`src/rtl/tfw_pkg.sv`:
```
package tfw_pkg;
  localparam int ADDR_W = 4;
  localparam int DATA_W = 32;
  localparam int BYTE_W = 8;
  localparam int TF_BYTES = 6;

  localparam logic [ADDR_W-1:0] A_FEAT     = 4'd0;
  localparam logic [ADDR_W-1:0] A_CMD      = 4'd6;
  localparam logic [ADDR_W-1:0] A_DMA_ADDR = 4'd8;
  localparam logic [ADDR_W-1:0] A_DMA_LEN  = 4'd9;
  localparam logic [ADDR_W-1:0] A_DMA_DIR  = 4'd10;
  localparam logic [ADDR_W-1:0] A_DMA_EN   = 4'd11;
  localparam logic [ADDR_W-1:0] A_DMA_GO   = 4'd12;
  localparam logic [ADDR_W-1:0] A_DMA_XFER = 4'd13;
  localparam logic [ADDR_W-1:0] A_KEY      = 4'd14;

  localparam logic [DATA_W-1:0] KEY_OPEN = 32'h001F_FFFF;
  localparam logic [DATA_W-1:0] KEY_SHUT = 32'h0000_42FE;
  localparam logic [BYTE_W-1:0] NOP_CODE = 8'h00;

  typedef struct packed {
    logic [TF_BYTES-1:0] wrTf;
    logic                wrCmd;
    logic                wrDmaAddr;
    logic                wrDmaLen;
    logic                wrDmaDir;
    logic                wrDmaEn;
    logic                wrKey;
    logic                dmaLaunch;
    logic                dmaFinish;
    logic                rdEn;
    logic                rdOnes;
  } tfw_strobe_t;
endpackage

```
`src/rtl/tfw_ctrl.sv`:
```
module tfw_ctrl
  import tfw_pkg::*;
#(
  parameter int AW = ADDR_W,
  parameter int DW = DATA_W,
  parameter int NB = TF_BYTES
) (
  input  logic          clk,
  input  logic          rstN,
  input  logic [AW-1:0] hostAddr,
  input  logic [DW-1:0] hostWdata,
  input  logic          hostWr,
  input  logic          hostRd,
  input  logic          driveBusy,
  input  logic          unlocked,
  input  logic          dmaArmed,
  input  logic          dmaDone,
  output tfw_strobe_t   strobes,
  output logic          dmaPending
);
  localparam logic [DW-1:0] GO_VALUE = DW'(1);

  logic [NB-1:0] tfHit;
  logic          isTaskfile;
  logic          launch;
  logic          finish;

  for (genvar i = 0; i < NB; i++) begin : g_tfHit
    assign tfHit[i] = hostWr && unlocked && !driveBusy && (hostAddr == AW'(i));
  end

  assign isTaskfile = (hostAddr <= A_CMD);
  assign launch = hostWr && (hostAddr == A_DMA_GO) && (hostWdata == GO_VALUE)
                  && dmaArmed && !dmaPending;
  assign finish = dmaPending && dmaDone;

  always_comb begin
    strobes           = '0;
    strobes.wrTf      = tfHit;
    strobes.wrCmd     = hostWr && unlocked && (hostAddr == A_CMD)
                        && (!driveBusy || (hostWdata[BYTE_W-1:0] == NOP_CODE));
    strobes.wrDmaAddr = hostWr && (hostAddr == A_DMA_ADDR);
    strobes.wrDmaLen  = hostWr && (hostAddr == A_DMA_LEN);
    strobes.wrDmaDir  = hostWr && (hostAddr == A_DMA_DIR);
    strobes.wrDmaEn   = hostWr && (hostAddr == A_DMA_EN);
    strobes.wrKey     = hostWr && (hostAddr == A_KEY);
    strobes.dmaLaunch = launch;
    strobes.dmaFinish = finish;
    strobes.rdEn      = hostRd;
    strobes.rdOnes    = isTaskfile && !unlocked;
  end

  always_ff @(posedge clk or negedge rstN) begin
    if (!rstN) begin
      dmaPending <= 1'b0;
    end else if (launch) begin
      dmaPending <= 1'b1;
    end else if (finish) begin
      dmaPending <= 1'b0;
    end
  end
endmodule

```
`src/rtl/tfw_datapath.sv`:
```
module tfw_datapath
  import tfw_pkg::*;
#(
  parameter int AW = ADDR_W,
  parameter int DW = DATA_W,
  parameter int BW = BYTE_W,
  parameter int NB = TF_BYTES
) (
  input  logic          clk,
  input  logic          rstN,
  input  tfw_strobe_t   strobes,
  input  logic [AW-1:0] hostAddr,
  input  logic [DW-1:0] hostWdata,
  input  logic [BW-1:0] driveError,
  input  logic [BW-1:0] driveStatus,
  input  logic          dmaPending,
  input  logic [DW-1:0] dmaCount,
  output logic [DW-1:0] hostRdata,
  output logic [BW-1:0] tfByte [NB],
  output logic          cmdValid,
  output logic [BW-1:0] cmdCode,
  output logic          unlocked,
  output logic          dmaArmed,
  output logic [DW-1:0] dmaAddr,
  output logic [DW-1:0] dmaLen,
  output logic          dmaDir
);
  logic [DW-1:0] keyReg;
  logic [DW-1:0] dmaEnReg;
  logic [DW-1:0] xferReg;
  logic [DW-1:0] rdNext;

  for (genvar i = 0; i < NB; i++) begin : g_tfReg
    always_ff @(posedge clk or negedge rstN) begin
      if (!rstN) begin
        tfByte[i] <= '0;
      end else if (strobes.wrTf[i]) begin
        tfByte[i] <= hostWdata[BW-1:0];
      end
    end
  end

  always_ff @(posedge clk or negedge rstN) begin
    if (!rstN) begin
      cmdValid <= 1'b0;
      cmdCode  <= '0;
    end else begin
      cmdValid <= strobes.wrCmd;
      if (strobes.wrCmd) begin
        cmdCode <= hostWdata[BW-1:0];
      end
    end
  end

  always_ff @(posedge clk or negedge rstN) begin
    if (!rstN) begin
      keyReg   <= '0;
      unlocked <= 1'b0;
    end else if (strobes.wrKey) begin
      keyReg <= hostWdata;
      if (hostWdata == KEY_OPEN) begin
        unlocked <= 1'b1;
      end else if (hostWdata == KEY_SHUT) begin
        unlocked <= 1'b0;
      end
    end
  end

  always_ff @(posedge clk or negedge rstN) begin
    if (!rstN) begin
      dmaAddr  <= '0;
      dmaLen   <= '0;
      dmaDir   <= 1'b0;
      dmaEnReg <= '0;
    end else begin
      if (strobes.wrDmaAddr) dmaAddr  <= hostWdata;
      if (strobes.wrDmaLen)  dmaLen   <= hostWdata;
      if (strobes.wrDmaDir)  dmaDir   <= hostWdata[0];
      if (strobes.wrDmaEn)   dmaEnReg <= hostWdata;
    end
  end

  assign dmaArmed = (dmaEnReg == DW'(1));

  always_ff @(posedge clk or negedge rstN) begin
    if (!rstN) begin
      xferReg <= '0;
    end else if (strobes.dmaLaunch) begin
      xferReg <= '0;
    end else if (strobes.dmaFinish) begin
      xferReg <= dmaCount;
    end
  end

  always_comb begin
    rdNext = '0;
    if (strobes.rdOnes) begin
      rdNext = '1;
    end else begin
      case (hostAddr)
        A_FEAT:     rdNext = DW'(driveError);
        4'd1:       rdNext = DW'(tfByte[1]);
        4'd2:       rdNext = DW'(tfByte[2]);
        4'd3:       rdNext = DW'(tfByte[3]);
        4'd4:       rdNext = DW'(tfByte[4]);
        4'd5:       rdNext = DW'(tfByte[5]);
        A_CMD:      rdNext = DW'(driveStatus);
        A_DMA_ADDR: rdNext = dmaAddr;
        A_DMA_LEN:  rdNext = dmaLen;
        A_DMA_DIR:  rdNext = DW'(dmaDir);
        A_DMA_EN:   rdNext = dmaEnReg;
        A_DMA_GO:   rdNext = DW'(dmaPending);
        A_DMA_XFER: rdNext = xferReg;
        A_KEY:      rdNext = keyReg;
        default:    rdNext = '0;
      endcase
    end
  end

  always_ff @(posedge clk or negedge rstN) begin
    if (!rstN) begin
      hostRdata <= '0;
    end else if (strobes.rdEn) begin
      hostRdata <= rdNext;
    end
  end
endmodule

```
`src/rtl/tfw_top.sv`:
```
module tfw_top
  import tfw_pkg::*;
#(
  parameter int AW = ADDR_W,
  parameter int DW = DATA_W,
  parameter int BW = BYTE_W
) (
  input  logic          clk,
  input  logic          rstN,
  input  logic [AW-1:0] hostAddr,
  input  logic [DW-1:0] hostWdata,
  input  logic          hostWr,
  input  logic          hostRd,
  output logic [DW-1:0] hostRdata,
  input  logic          driveBusy,
  input  logic [BW-1:0] driveError,
  input  logic [BW-1:0] driveStatus,
  output logic [BW-1:0] tfFeature,
  output logic [BW-1:0] tfCount,
  output logic [BW-1:0] tfLbaLow,
  output logic [BW-1:0] tfLbaMid,
  output logic [BW-1:0] tfLbaHigh,
  output logic [BW-1:0] tfDevice,
  output logic          cmdValid,
  output logic [BW-1:0] cmdCode,
  output logic          dmaReq,
  output logic [DW-1:0] dmaAddr,
  output logic [DW-1:0] dmaLen,
  output logic          dmaDir,
  input  logic          dmaDone,
  input  logic [DW-1:0] dmaCount
);
  tfw_strobe_t   strobes;
  logic          unlocked;
  logic          dmaArmed;
  logic          dmaPending;
  logic [BW-1:0] tfByte [TF_BYTES];

  tfw_ctrl #(.AW(AW), .DW(DW), .NB(TF_BYTES)) u_ctrl (
    .clk(clk), .rstN(rstN), .hostAddr(hostAddr), .hostWdata(hostWdata),
    .hostWr(hostWr), .hostRd(hostRd), .driveBusy(driveBusy),
    .unlocked(unlocked), .dmaArmed(dmaArmed), .dmaDone(dmaDone),
    .strobes(strobes), .dmaPending(dmaPending)
  );

  tfw_datapath #(.AW(AW), .DW(DW), .BW(BW), .NB(TF_BYTES)) u_dp (
    .clk(clk), .rstN(rstN), .strobes(strobes), .hostAddr(hostAddr),
    .hostWdata(hostWdata), .driveError(driveError), .driveStatus(driveStatus),
    .dmaPending(dmaPending), .dmaCount(dmaCount), .hostRdata(hostRdata),
    .tfByte(tfByte), .cmdValid(cmdValid), .cmdCode(cmdCode),
    .unlocked(unlocked), .dmaArmed(dmaArmed), .dmaAddr(dmaAddr),
    .dmaLen(dmaLen), .dmaDir(dmaDir)
  );

  assign tfFeature = tfByte[0];
  assign tfCount   = tfByte[1];
  assign tfLbaLow  = tfByte[2];
  assign tfLbaMid  = tfByte[3];
  assign tfLbaHigh = tfByte[4];
  assign tfDevice  = tfByte[5];
  assign dmaReq    = dmaPending;
endmodule

```
`config.mk`:
```
export PLATFORM = sky130hd
export DESIGN_NAME = tfw_top
export DESIGN_NICKNAME = d
export VERILOG_FILES = /design/src/rtl/tfw_pkg.sv /design/src/rtl/tfw_ctrl.sv /design/src/rtl/tfw_datapath.sv /design/src/rtl/tfw_top.sv
export SDC_FILE = /design/constraint.sdc
export NUM_CORES = 1
export LEC_CHECK = 0
export BUFFER_PORTS_ARGS = -buffer_cell sky130_fd_sc_hd__buf_2
export CORE_AREA = 2 2 145 147
export CTS_BUF_LIST = sky130_fd_sc_hd__clkbuf_2 sky130_fd_sc_hd__clkbuf_4 sky130_fd_sc_hd__clkbuf_8
export CTS_CLUSTER_DIAMETER = 80
export DETAILED_ROUTE_END_ITERATION = 7
export DIE_AREA = 0 0 147 149
export GPL_ROUTABILITY_DRIVEN = 0
export PLACE_DENSITY = 0.9
export RECOVER_POWER = 25
export REMOVE_ABC_BUFFERS = 1
export SYNTH_ARGS = -nofsm -noshare
export SYNTH_HDL_FRONTEND = slang
export SYNTH_SLANG_ARGS = --single-unit
```
`constraint.sdc`:
```
create_clock -name clk -period 3 [get_ports clk]
set_input_delay 0.9 -clock clk [delete_from_list [all_inputs] [get_ports clk]]
set_output_delay 0.9 -clock clk [all_outputs]
set_load 0.02 [all_outputs]
```
Yosys cells after proc, flatten, opt, wreduce, memory -nomap -nowiden
Index checks and enable logic that the tools add are counted.
Storage, ports and cells
  output and inout port bits: 155
  register bits after elaboration: 252
  word-level logic and storage cells: 73
Cells by class
  magnitude comparators: 1
  reduce and logical (&&, ||, !) cells: 30
  mux-type cells: 8
  equality and inequality tests: 17
Operators by type and width (number)
  32-bit case mux with 14 select lines: 1
  32-bit two-way mux: 3
  32-bit by 1-bit equality test with 1-bit output (second input constant): 2
  32-bit by 15-bit equality test with 1-bit output (second input constant): 1
  32-bit by 21-bit equality test with 1-bit output (second input constant): 1
  4-bit equality test (second input constant): 7
  1-bit logical AND: 21
  4-bit by 3-bit equality test with 1-bit output (second input constant): 3
  4-bit by 2-bit equality test with 1-bit output (second input constant): 2
  8-bit logical NOT: 1
  4-bit by 1-bit equality test with 1-bit output (second input constant): 1
  4-bit by 3-bit less-or-equal comparator with 1-bit output (second input constant): 1
  4-bit logical NOT: 1
  1-bit two-way mux: 4
  2-bit nonzero test: 2
  1-bit logical NOT: 3
  2-bit AND reduction: 1
  1-bit logical OR: 1

Logic depth before layout (Yosys ltp)
Gate-level depths: netlist of run 1.
  word-level depth: 6
  depth in mapped cells: 8
  mapped depth without buffers: 4

Hierarchy
A second synthesis of run 1 with hierarchy kept.
Unflattened totals
  cells, all modules: 904
  area total of the unflattened synthesis: 11514.8 um^2
Modules (own cells, without submodules)
  tfw_datapath: area each 11212.0 um^2, cells an instance 861, seq. area each 6281.0 um^2, times used 1
  tfw_ctrl: area each 302.8 um^2, cells an instance 43, seq. area each 25.0 um^2, times used 1

Least setup slack after synthesis of run 1
No wires, ideal clock.
  path kind: input-to-reg
  start point: input hostWdata[4]
  end point: register u_dp.xferReg[10]
  stages on the path: 5
  library setup time: 0.140 ns
  path slack: 0.207 ns
  data required time: 2.860 ns
  path buffers: 1
  arrival time: 2.653 ns
  path through: or4_4 -> or4_4 -> nor4_4 -> buf_6 -> a21oi_1
On the way
  word-level cells in the longest chain between the ends: 5
  elaborated cells between the ends (all ways): 6
  classes of those cells: 1 x eq/ne; 1 x mux; 4 x reduce/logical
RTL lines
  from (decl): line tfw_top.sv:11  | input logic [DW-1:0] hostWdata,
  32-bit by 1-bit equality test with 1-bit output *: line tfw_ctrl.sv:33  | assign launch = hostWr && (hostAddr == A_DMA_GO) && (hostWdata == GO_VALUE)
  1-bit logical AND *: line tfw_ctrl.sv:33
  1-bit logical AND * (2 in series): line tfw_ctrl.sv:34  | && dmaArmed && !dmaPending;
  32-bit two-way mux or 2-bit nonzero test (tied branches)
  to (signal assigned): line tfw_datapath.sv:91  | xferReg <= dmaCount;
  to (decl): line tfw_datapath.sv:30  | logic [DW-1:0] xferReg;
Mark *: on every way between the ends. The rest lies on a longest branch, timed or not.
A chain may end at the register's enable or synchronous reset.

Worst setup path in the final report of run 1
  start point: register u_dp.dmaEnReg[9]
  end point: register u_dp.xferReg[28]
On the way
  word-level cells in the longest chain between the ends: 4
  elaborated cells between the ends (all ways): 5
  classes of those cells: 1 x eq/ne; 1 x mux; 3 x reduce/logical
RTL lines
  from (decl): line tfw_datapath.sv:29  | logic [DW-1:0] dmaEnReg;
  from (signal assigned): line tfw_datapath.sv:79  | if (strobes.wrDmaEn) dmaEnReg <= hostWdata;
  32-bit by 1-bit equality test with 1-bit output *: line tfw_datapath.sv:83  | assign dmaArmed = (dmaEnReg == DW'(1));
  1-bit logical AND * (2 in series): line tfw_ctrl.sv:34
  32-bit two-way mux or 2-bit nonzero test (tied branches)
Marked as above.

==> impl_metrics.ini, run 1 <==
[run_status]
status = finished with violations
failed_checks = DRC, capacitance limit, slew limit

[flow_run]
drv_cap = 1

[finish]
final_util = 0.676
drive_gt1_frac = 0.489
final_common_cell = dfrtp_1
multi_input_area_sq_um = 4690
fillers = 1495
area_growth_syn_to_layout_pct = 23.5
fin_nets = 1243
diodes = 0
final_cell_mix = dfrtp_1 (252), buf_2 (243), mux2_2 (190)
ff_latch_area_sq_um = 6310

[timing]
worst_slack_ns = 0.497
hold_viol = 0
max_slew_margin = -0.0186
tightest_slew_ns = 1.53
setup_viol = 0
period_needed_ns = 2.50
finClkSkew_ns = 0.0215
fin_crit_sh = 0.834
drv_slew = 59
rsz0062_at_grt = no
max_freq_mhz = 400

[yosys]
ys_warn_count = 0
async_flop_share = 1.00
ys_types = 57
syn_avg_cell_area_sq_um = 12.8
syn_inst = 879
synth-seq-cells = 252
ys.flop_type = dfrtp_1
syn_area_sq_um = 11300
seq_area_frac_synth = 0.560
synth_edf_count = 0

[global_route]
grt_usage = 0.307
grt_overflow = 0
grt_max_degree = 80
grt_pass1_wl_mm = 52.2
grt_pass1_vias = 9258
antenna_found_initial = 1

[worst_setup_path]
critical_path_required_ns = 3.39
worstSetupPathType = register to register
critical_path.cell_chain = or4_1 > or4_4 > nor4_4 > buf_12 > a21oi_1
arrival_ns = 2.90
slowest_stage = or4_1
critPathBufInv = 1
cp_max_fo = 33
crit_family = simple AND/OR/NAND/NOR gates
crit_path_max_incr_delay_ns = 0.66
startpoint_type = register
end_kind = register

[power]
vdd_drop_max_v = 0.000560
powerDensity_nw_per_um2 = 683
power_leakage_nw = 6.79

[drt]
drtAntennaViolNets = 0
vias = 9090
postRouteWirelength_mm = 33.6
drcViolationCount = 2
firstDrtPassIters = 8
via_per_inst = 6.25
drtIter0Drc = 968
wl_per_cell_um = 23.1

[clock_network]
clk_pin_slew_ns = 0.06
cts_tree = yes
clock_sinks = 252
holdBufCountCts = 0
ctsHtreeMaxLevel = 2
root_buffer = clkbuf_8
insertion_delay_ns = 0.54
post_cts_buffers = 0
clockBufferDepth = 3
cts_inserted_buffers = 41
post_cts_resized = 0

[floorplan]
die_w_um = 147
io-pin-count = 245
dieArea_sq_um = 21900
die_h_um = 149
start_util = 0.547
core_area_sq_um = 20600
rows = 53

[placed_design]
io_buffers = 244
pre_cts_ws_ns = 0.0139
dp_hpwl_mm = 23.8

[hold_path]
hold_path.class = register to register
-- cells by family (layout without fill, tap and decap cells) --
family          Yosys count  in the layout  synth area share
simple gates            149            149            0.0753
flops                   252            252             0.560
buf+inv                  75            375            0.0271
mux                     231            231             0.228
compound gates          172            172             0.110
-- metrics by stage --
step	area [sq um]	hold slack [ns]	power [mW]	TNS, ns	std cells
after floorplan	11000	0.463	5.57	-111.25	810
after global placement	13100	0.484	6.44	0	1385
after detailed placement	13100	0.495	6.55	0	1385
after CTS	13900	0.298	9.53	0	1454
after global routing	13900	0.515	9.88	0	1454
final	13900	0.505	9.49	0	1454
-- registers in the layout, indices dropped and copies added (netlist names) --
name               count
u_dp.dmaAddr          32
u_dp.hostRdata        32
u_ctrl.dmaPending      1
u_dp.cmdValid          1
u_dp.xferReg          32
u_dp.cmdCode           8
u_dp.unlocked          1
u_dp.tfByte           48
u_dp.dmaLen           32
u_dp.dmaDir            1
u_dp.keyReg           32
u_dp.dmaEnReg         32
-- path summary, 6_finish.rpt --
path                            slack (ns)  cells after the start                         start                           end
worst max-delay path                  0.50                      5  u_dp.dmaEnReg[9]$_DFFE_PN0P_  u_dp.xferReg[28]$_DFFE_PN0P_
worst min-delay path                  0.51                      1   u_dp.tfByte[43]$_DFFE_PN0P_   u_dp.tfByte[43]$_DFFE_PN0P_
worst max register to register        0.50                      5  u_dp.dmaEnReg[9]$_DFFE_PN0P_  u_dp.xferReg[28]$_DFFE_PN0P_
worst min register to register        0.51                      1   u_dp.tfByte[43]$_DFFE_PN0P_   u_dp.tfByte[43]$_DFFE_PN0P_
max in group asynchronous             0.79                      2                          rstN   u_dp.dmaLen[14]$_DFFE_PN0P_
min in group asynchronous             0.75                      1                          rstN   u_dp.dmaAddr[8]$_DFFE_PN0P_
-- report_power, final --
| group | internal (mW) | leakage, nW | total, mW | switching [mW] |
|---|---|---|---|---|
| clock network | 1.66 | 0.441 | 2.98 | 1.32 |
| logic | 0.877 | 3.17 | 2.05 | 1.18 |
| registers | 4.00 | 3.18 | 4.46 | 0.462 |
-- synth_stat cells (9+ instances only) --
library cell  number  area (sq um)
nand3_1            9          45.0
o21ai_0           15          75.1
a222oi_1          25           250
a22oi_1           30           225
mux2i_1           40           400
dfrtp_1          252          6310
clkbuf_1          54           203
and3_1            11          68.8
a31oi_1           30           188
a21oi_1           35           175
buf_1             11          41.3
nor2_1            39           146
mux2_2           190          2140
nand2_1           22          82.6
-- cell type report --
| class | count | share of cell area |
|---|---|---|
| Sequential cell | 252 | 0.454 |
| Multi-Input combinational cell | 552 | 0.337 |
| Timing Repair Buffer | 300 | 0.123 |
| Clock buffer | 62 | 0.0565 |
| Tap cell | 275 | 0.0248 |
| Clock inverter | 7 | 0.00270 |
| Inverter | 6 | 0.00162 |
-- per-layer routing --
metal	routed length, um	GRT usage
met1	13000	0.405
met4	1140	0.115
met3	3220	0.0664
met5	0	0
met2	16300	0.506
Note: power is estimated with default switching activity, not from simulation.
==> run 2, diff against run 1 <==
--- a/config.mk
+++ b/config.mk
@@ -6,13 +6,13 @@
 export NUM_CORES = 1
 export LEC_CHECK = 0
 export BUFFER_PORTS_ARGS = -buffer_cell sky130_fd_sc_hd__buf_2
-export CORE_AREA = 2 2 145 147
+export CORE_AREA = 2 2 152 154
 export CTS_BUF_LIST = sky130_fd_sc_hd__clkbuf_2 sky130_fd_sc_hd__clkbuf_4 sky130_fd_sc_hd__clkbuf_8
 export CTS_CLUSTER_DIAMETER = 80
 export DETAILED_ROUTE_END_ITERATION = 7
-export DIE_AREA = 0 0 147 149
+export DIE_AREA = 0 0 154 156
 export GPL_ROUTABILITY_DRIVEN = 0
-export PLACE_DENSITY = 0.9
+export PLACE_DENSITY = 0.87
 export RECOVER_POWER = 25
 export REMOVE_ABC_BUFFERS = 1
 export SYNTH_ARGS = -nofsm -noshare
==> constraint.sdc (replaced) <==
create_clock -name clk -period 2.1 [get_ports clk]
set_input_delay 0.63 -clock clk [delete_from_list [all_inputs] [get_ports clk]]
set_output_delay 0.63 -clock clk [all_outputs]
set_load 0.02 [all_outputs]
==> run 2 against run 1 <==
  * The flow finishes with violations (capacitance limit, setup timing)
  * Critical endpoint is now u_dp.xferReg[20]$_DFFE_PN0P_
  * Sequential power grew 43%
  * Sequential share of layout area shrank 2.5 points
  * Maximum frequency up 15%
  * Largest cell class unchanged
  * Non-clock buffer count is 59 higher
==> impl_metrics.ini, run 2 (synthesized netlist as in run 1, its figures left out) <==
[run_status]
status = finished with violations
failed_checks = capacitance limit, setup timing

[timing]
setup_viol = 27
hold_viol = 0
worst_slack_ns = -0.0785
period_needed_ns = 2.18
setup_tns_ns = -1.54
drv_slew = 0
max_freq_mhz = 459
fin_crit_sh = 1.04
holdWs_ns = 0.360
rsz0062_at_grt = yes
max_slew_margin = 0.00359
tightest_slew_ns = 1.49
finClkSkew_ns = 0.0220

[power]
pwr-share-clk = 0.337
powerDensity_nw_per_um2 = 971
internal_power_mw = 9.91
vdd_drop_max_v = 0.000613
switching_share = 0.307
power_leakage_nw = 7.20
pwr-share-comb = 0.217
p_sw_mw = 4.38
pwr-share-seq = 0.445
total_power_mw = 14.3

[drt]
dr_wl_met2_mm = 17.7
drtIter0Drc = 955
vias = 9436
via_per_inst = 6.16
postRouteWirelength_mm = 36.7
wl_met3_mm = 3.09
firstDrtPassIters = 7
top_layer_used = met4
wl_met1_mm = 14.7
wl_per_cell_um = 24.0
drtAntennaViolNets = 0
drcViolationCount = 0

[clock_network]
cts_inserted_buffers = 43
cts_tree = yes
ctsHtreeMaxLevel = 2
clockBufferDepth = 3
root_buffer = clkbuf_8
insertion_delay_ns = 0.56
clock_sinks = 252
clk_pin_slew_ns = 0.06

[floorplan]
rows = 55
die_w_um = 154
start_util = 0.503
dieArea_sq_um = 24000
die_h_um = 156
core_area_sq_um = 22400
io-pin-count = 245

[hold_path]
min_to = u_dp.xferReg[10]$_DFFE_PN0P_
hold_path.class = primary input to register
hold_path_depth = 3
min-delay-start = dmaCount[10]

[worst_setup_path]
worstSetupPathType = register to register
r2r-start = u_dp.dmaEnReg[9]$_DFFE_PN0P_
ff2ff_path_depth = 6
startpoint_type = register
critical_path_required_ns = 2.52
r2r_setup_slack_ns = -0.08
cp_max_fo = 17
r2r_end = u_dp.xferReg[20]$_DFFE_PN0P_
end_kind = register
arrival_ns = 2.60

[global_route]
grt_usage = 0.309
grt_max_degree = 62
antenna_found_initial = 1
grt_pass1_wl_mm = 57.4
grt_overflow = 0
grt_pass1_vias = 9847

[finish]
fin_nets = 1304
fillers = 1639
final_common_cell = dfrtp_1
final_cell_mix = dfrtp_1 (252), buf_2 (243), mux2_2 (190)
largest_register = u_dp.tfByte
drive_gt1_frac = 0.522
largest_reg_flops = 48
area_growth_syn_to_layout_pct = 30.7

[placed_design]
io_buffers = 244
pre_cts_ws_ns = -0.609
dp_hpwl_mm = 26.0

[flow_run]
drv_cap = 1
-- run 2: cell count changes in the layout (fill, tap and decap cells not counted), moves of 2 or more --
| cell | delta |
|---|---|
| buf_4 | +45 |
| buf_8 | +2 |
| buf_12 | +11 |
| clkbuf_4 | +3 |
| clkbuf_2 | -2 |
| clkbuf_8 | +7 |
| clkinv_2 | -4 |
| a21oi_2 | +8 |
| a21oi_1 | -8 |
-- run 2: worst max-delay path by stage --
stage / from / slack (ns) / endpoint / cells after the start
6_report: u_dp.dmaEnReg[9]$_DFFE_PN0P_ / -0.08 / u_dp.xferReg[20]$_DFFE_PN0P_ / 6
5_1_grt: u_dp.dmaEnReg[9]$_DFFE_PN0P_ / -0.18 / u_dp.xferReg[8]$_DFFE_PN0P_ / 6
4_1_cts: u_dp.dmaEnReg[9]$_DFFE_PN0P_ / -0.09 / u_dp.xferReg[31]$_DFFE_PN0P_ / 6
3_5_place_dp: hostWdata[4] / -0.61 / u_dp.xferReg[20]$_DFFE_PN0P_ / 6
3_3_place_gp: hostWdata[5] / -0.56 / u_dp.xferReg[31]$_DFFE_PN0P_ / 6
2_1_floorplan: hostAddr[2] / -2.58 / u_dp.dmaLen[10]$_DFFE_PN0P_ / 3
-- run 2: layer usage --
layer | up-vias | GRT usage
met1 | 4735 | 0.406
met4 | 0 | 0.123
met2 | 562 | 0.510
li1 | 4039 | -
met5 | - | 0
met3 | 100 | 0.0617
-- run 2: cell type report --
class,count,area (sq um),area share
multi-input combinational,552,4730,0.322
sequential,252,6310,0.429
inverter,6,22.5,0.00153
clock inverter,5,56.3,0.00383
clock buffer,72,903,0.0614
antenna,1,2.50,0.000170
tap,285,357,0.0242
timing repair buffer,359,2330,0.158
-- run 2: worst max-delay path: stages, from the launching register on --
cell,delay (ns)
dfrtp_1,0.37
or4_4,0.54
or4_4,0.51
nor4_4,0.20
buf_4,0.18
buf_12,0.15
a21oi_1,0.09
-- run 2: what timing repair did --
action                                 in CTS  in global routing
gates cloned                                2                  0
pin swaps                                  12                  0
buffers inserted                            2                  1
gates resized for setup                    10                  2
setup endpoints to repair                  33                 41
endpoints found under the hold margin       6                  0
hold buffers                                1                  0
-- run 2: power by group through the flow --
| stage | Combinational [mW] | Sequential (mW) | Clock, mW |
|---|---|---|---|
| finish | 3.10 | 6.36 | 4.82 |
| global route | 3.30 | 6.46 | 5.13 |
| CTS | 3.12 | 6.34 | 4.90 |
| detailed placement | 3.09 | 6.42 | 0 |
| global placement | 3.00 | 6.35 | 0 |
| floorplan | 1.00 | 6.95 | 0 |
-- run 2: through the flow --
step,util,cell area [sq um],std cells
floorplan,-,11000,810
global placement,0.611,13700,1449
detailed placement,0.611,13700,1449
CTS,0.659,14700,1531
global route,0.658,14700,1532
finish,0.658,14700,1532
==> run 3, diff against run 2 <==
--- a/config.mk
+++ b/config.mk
@@ -6,13 +6,13 @@
 export NUM_CORES = 1
 export LEC_CHECK = 0
 export BUFFER_PORTS_ARGS = -buffer_cell sky130_fd_sc_hd__buf_2
-export CORE_AREA = 2 2 152 154
+export CORE_AREA = 2 2 162 164
 export CTS_BUF_LIST = sky130_fd_sc_hd__clkbuf_2 sky130_fd_sc_hd__clkbuf_4 sky130_fd_sc_hd__clkbuf_8
 export CTS_CLUSTER_DIAMETER = 80
 export DETAILED_ROUTE_END_ITERATION = 7
-export DIE_AREA = 0 0 154 156
+export DIE_AREA = 0 0 164 166
 export GPL_ROUTABILITY_DRIVEN = 0
-export PLACE_DENSITY = 0.87
+export PLACE_DENSITY = 0.79
 export RECOVER_POWER = 25
 export REMOVE_ABC_BUFFERS = 1
 export SYNTH_ARGS = -nofsm -noshare
==> constraint.sdc (replaced) <==
create_clock -name clk -period 1.9 [get_ports clk]
set_input_delay 0.57 -clock clk [delete_from_list [all_inputs] [get_ports clk]]
set_output_delay 0.57 -clock clk [all_outputs]
set_load 0.02 [all_outputs]
==> run 3 against run 2 <==
  * Highest routed layer is now met5
  * Register-to-register slack worse by 0.37 ns
  * Wire length up 1.4%
  * Core utilization down 7.9 points
  * Critical endpoint is now u_dp.xferReg[24]$_DFFE_PN0P_
  * The run ends with setup timing left
  * Die area up 13%
  * Design area up 0.71%
  * Clock skew down 0.0015 ns
  * Sequential cell count unchanged
  * Count of clock-buffer cells in the layout down 2
  * Critical path type unchanged
==> impl_metrics.ini, run 3 (synthesized netlist as in run 1, its figures left out) <==
[drt]
firstDrtPassIters = 7
wl_per_cell_um = 23.4
vias = 9326
postRouteWirelength_mm = 37.2
via_per_inst = 5.86
drtIter0Drc = 1024
drtAntennaViolNets = 0
drcViolationCount = 0

[worst_setup_path]
startpoint_type = register
critical_path.cell_chain = or4_4 > or4_4 > nor4_4 > buf_6 > clkbuf_16 > a21oi_1
arrival_ns = 2.76
cp_max_fo = 8
crit_path_max_incr_delay_ns = 0.58
slowest_stage = or4_4
end_kind = register
critical_path_required_ns = 2.31
crit_top_cell = or4_4
worstSetupPathType = register to register

[floorplan]
die_h_um = 166
core_area_sq_um = 25600
io-pin-count = 245
die_w_um = 164
start_util = 0.439
rows = 59
dieArea_sq_um = 27200

[run_status]
status = finished with violations
failed_checks = setup timing

[timing]
setup_viol = 34
finClkSkew_ns = 0.0204
worst_slack_ns = -0.446
tightest_slew_ns = 1.19
rsz0062_at_grt = yes
max_slew_margin = 0.207
drv_slew = 0
period_needed_ns = 2.35
max_freq_mhz = 426
hold_viol = 0
fin_crit_sh = 1.23

[finish]
final_util = 0.578
drive_gt1_frac = 0.524
final_cell_mix = dfrtp_1 (252), buf_2 (244), mux2_2 (190)
fin_nets = 1315
largest_reg_flops = 48
area_growth_syn_to_layout_pct = 31.6
largest_register = u_dp.tfByte
final_common_cell = dfrtp_1
fin_cells = 1591
finalInstanceArea_sq_um = 14800

[hold_path]
hold_path.class = primary input to register

[placed_design]
pre_cts_ws_ns = -0.746
dp_hpwl_mm = 25.9
io_buffers = 244
placed_area_sq_um = 13800
dp.cells = 1510

[global_route]
grt_max_degree = 60
grt_pass1_wl_mm = 55.6
grt_pass1_vias = 9326
grt_overflow = 0
antenna_found_initial = 3
use_met2 = 0.429
top_usage_layer = met2
globalRouteMet3Util = 0.0577
grt_usage = 0.267
grt_util_met1 = 0.364

[clock_network]
cts_inserted_buffers = 42
clk_pin_slew_ns = 0.07
clock_sinks = 252
cts_tree = yes
clockBufferDepth = 3
root_buffer = clkbuf_8
insertion_delay_ns = 0.54
ctsHtreeMaxLevel = 2

[flow_run]
drv_cap = 0

[power]
vdd_drop_max_v = 0.000772
powerDensity_nw_per_um2 = 1040
power_leakage_nw = 7.23
run 3: cell types whose count changed in the layout (fill, tap and decap cells not counted), sizes merged:
cell,change
buf,+11
bufinv,-1
clkbuf,-1
clkinv,+1
inv,-1
run 3: worst paths after layout:
path	start	to	slack (ns)	cells past startpoint
setup / recovery	u_dp.dmaEnReg[10]$_DFFE_PN0P_	u_dp.xferReg[24]$_DFFE_PN0P_	-0.45	6
setup reg to reg	u_dp.dmaEnReg[10]$_DFFE_PN0P_	u_dp.xferReg[24]$_DFFE_PN0P_	-0.45	6
min in group asynchronous	rstN	u_dp.tfByte[26]$_DFFE_PN0P_	0.81	2
hold reg to reg	u_dp.tfByte[42]$_DFFE_PN0P_	u_dp.tfByte[42]$_DFFE_PN0P_	0.50	1
hold / removal	dmaCount[0]	u_dp.xferReg[0]$_DFFE_PN0P_	0.30	3
max in group asynchronous	rstN	u_dp.tfByte[33]$_DFFE_PN0P_	0.13	3
run 3: cell type report:
| class | instances | area, sq um |
|---|---|---|
| sequential | 252 | 6310 |
| tap | 335 | 419 |
| antenna | 1 | 2.50 |
| clock inverter | 4 | 22.5 |
| fill | 2113 | 10800 |
| clock buffer | 70 | 845 |
| multi-input combinational | 552 | 4730 |
| inverter | 6 | 22.5 |
| timing repair buffer | 371 | 2470 |
run 3: worst max-delay path: cells and delay by family (launching register included):
family | cells | cell delay (ns)
AO/OA/AOI/OAI | 1 | 0.07
flip-flops | 1 | 0.38
AND/OR/NAND/NOR | 3 | 1.39
buffers and inverters | 2 | 0.36
run 3: stage by stage:
| step | power (mW) | setup TNS (ns) | hold WS, ns |
|---|---|---|---|
| detailed placement | 10.5 | -64.26 | 0.491 |
| finish | 15.4 | -14.07 | 0.303 |
| global route | 16.1 | -19.35 | 0.300 |
| floorplan | 8.79 | -257.30 | 0.274 |
| CTS | 15.5 | -13.83 | 0.275 |
| global placement | 10.4 | -60.86 | 0.484 |
run 3: what timing repair did:
item	CTS	global route
gates cloned	1	3
endpoints found under the setup margin	41	33
buffers inserted	0	1
hold endpoints to repair	37	0
pin swaps	1	6
resized for setup	3	7
hold buffers	1	0
run 3: metal layers:
metal	vias to the layer above	part of all wire	routed length [um]
met5	-	0.00035	13
met4	2	0.027	993
met3	85	0.089	3330
met2	532	0.47	17500
met1	4663	0.41	15400
li1	4044	-	-
run 3: power by group:
group / switching, mW / total (mW) / internal, mW
clock network: 2.13 / 4.92 / 2.79
registers: 0.723 / 7.03 / 6.31
logic: 1.91 / 3.43 / 1.52
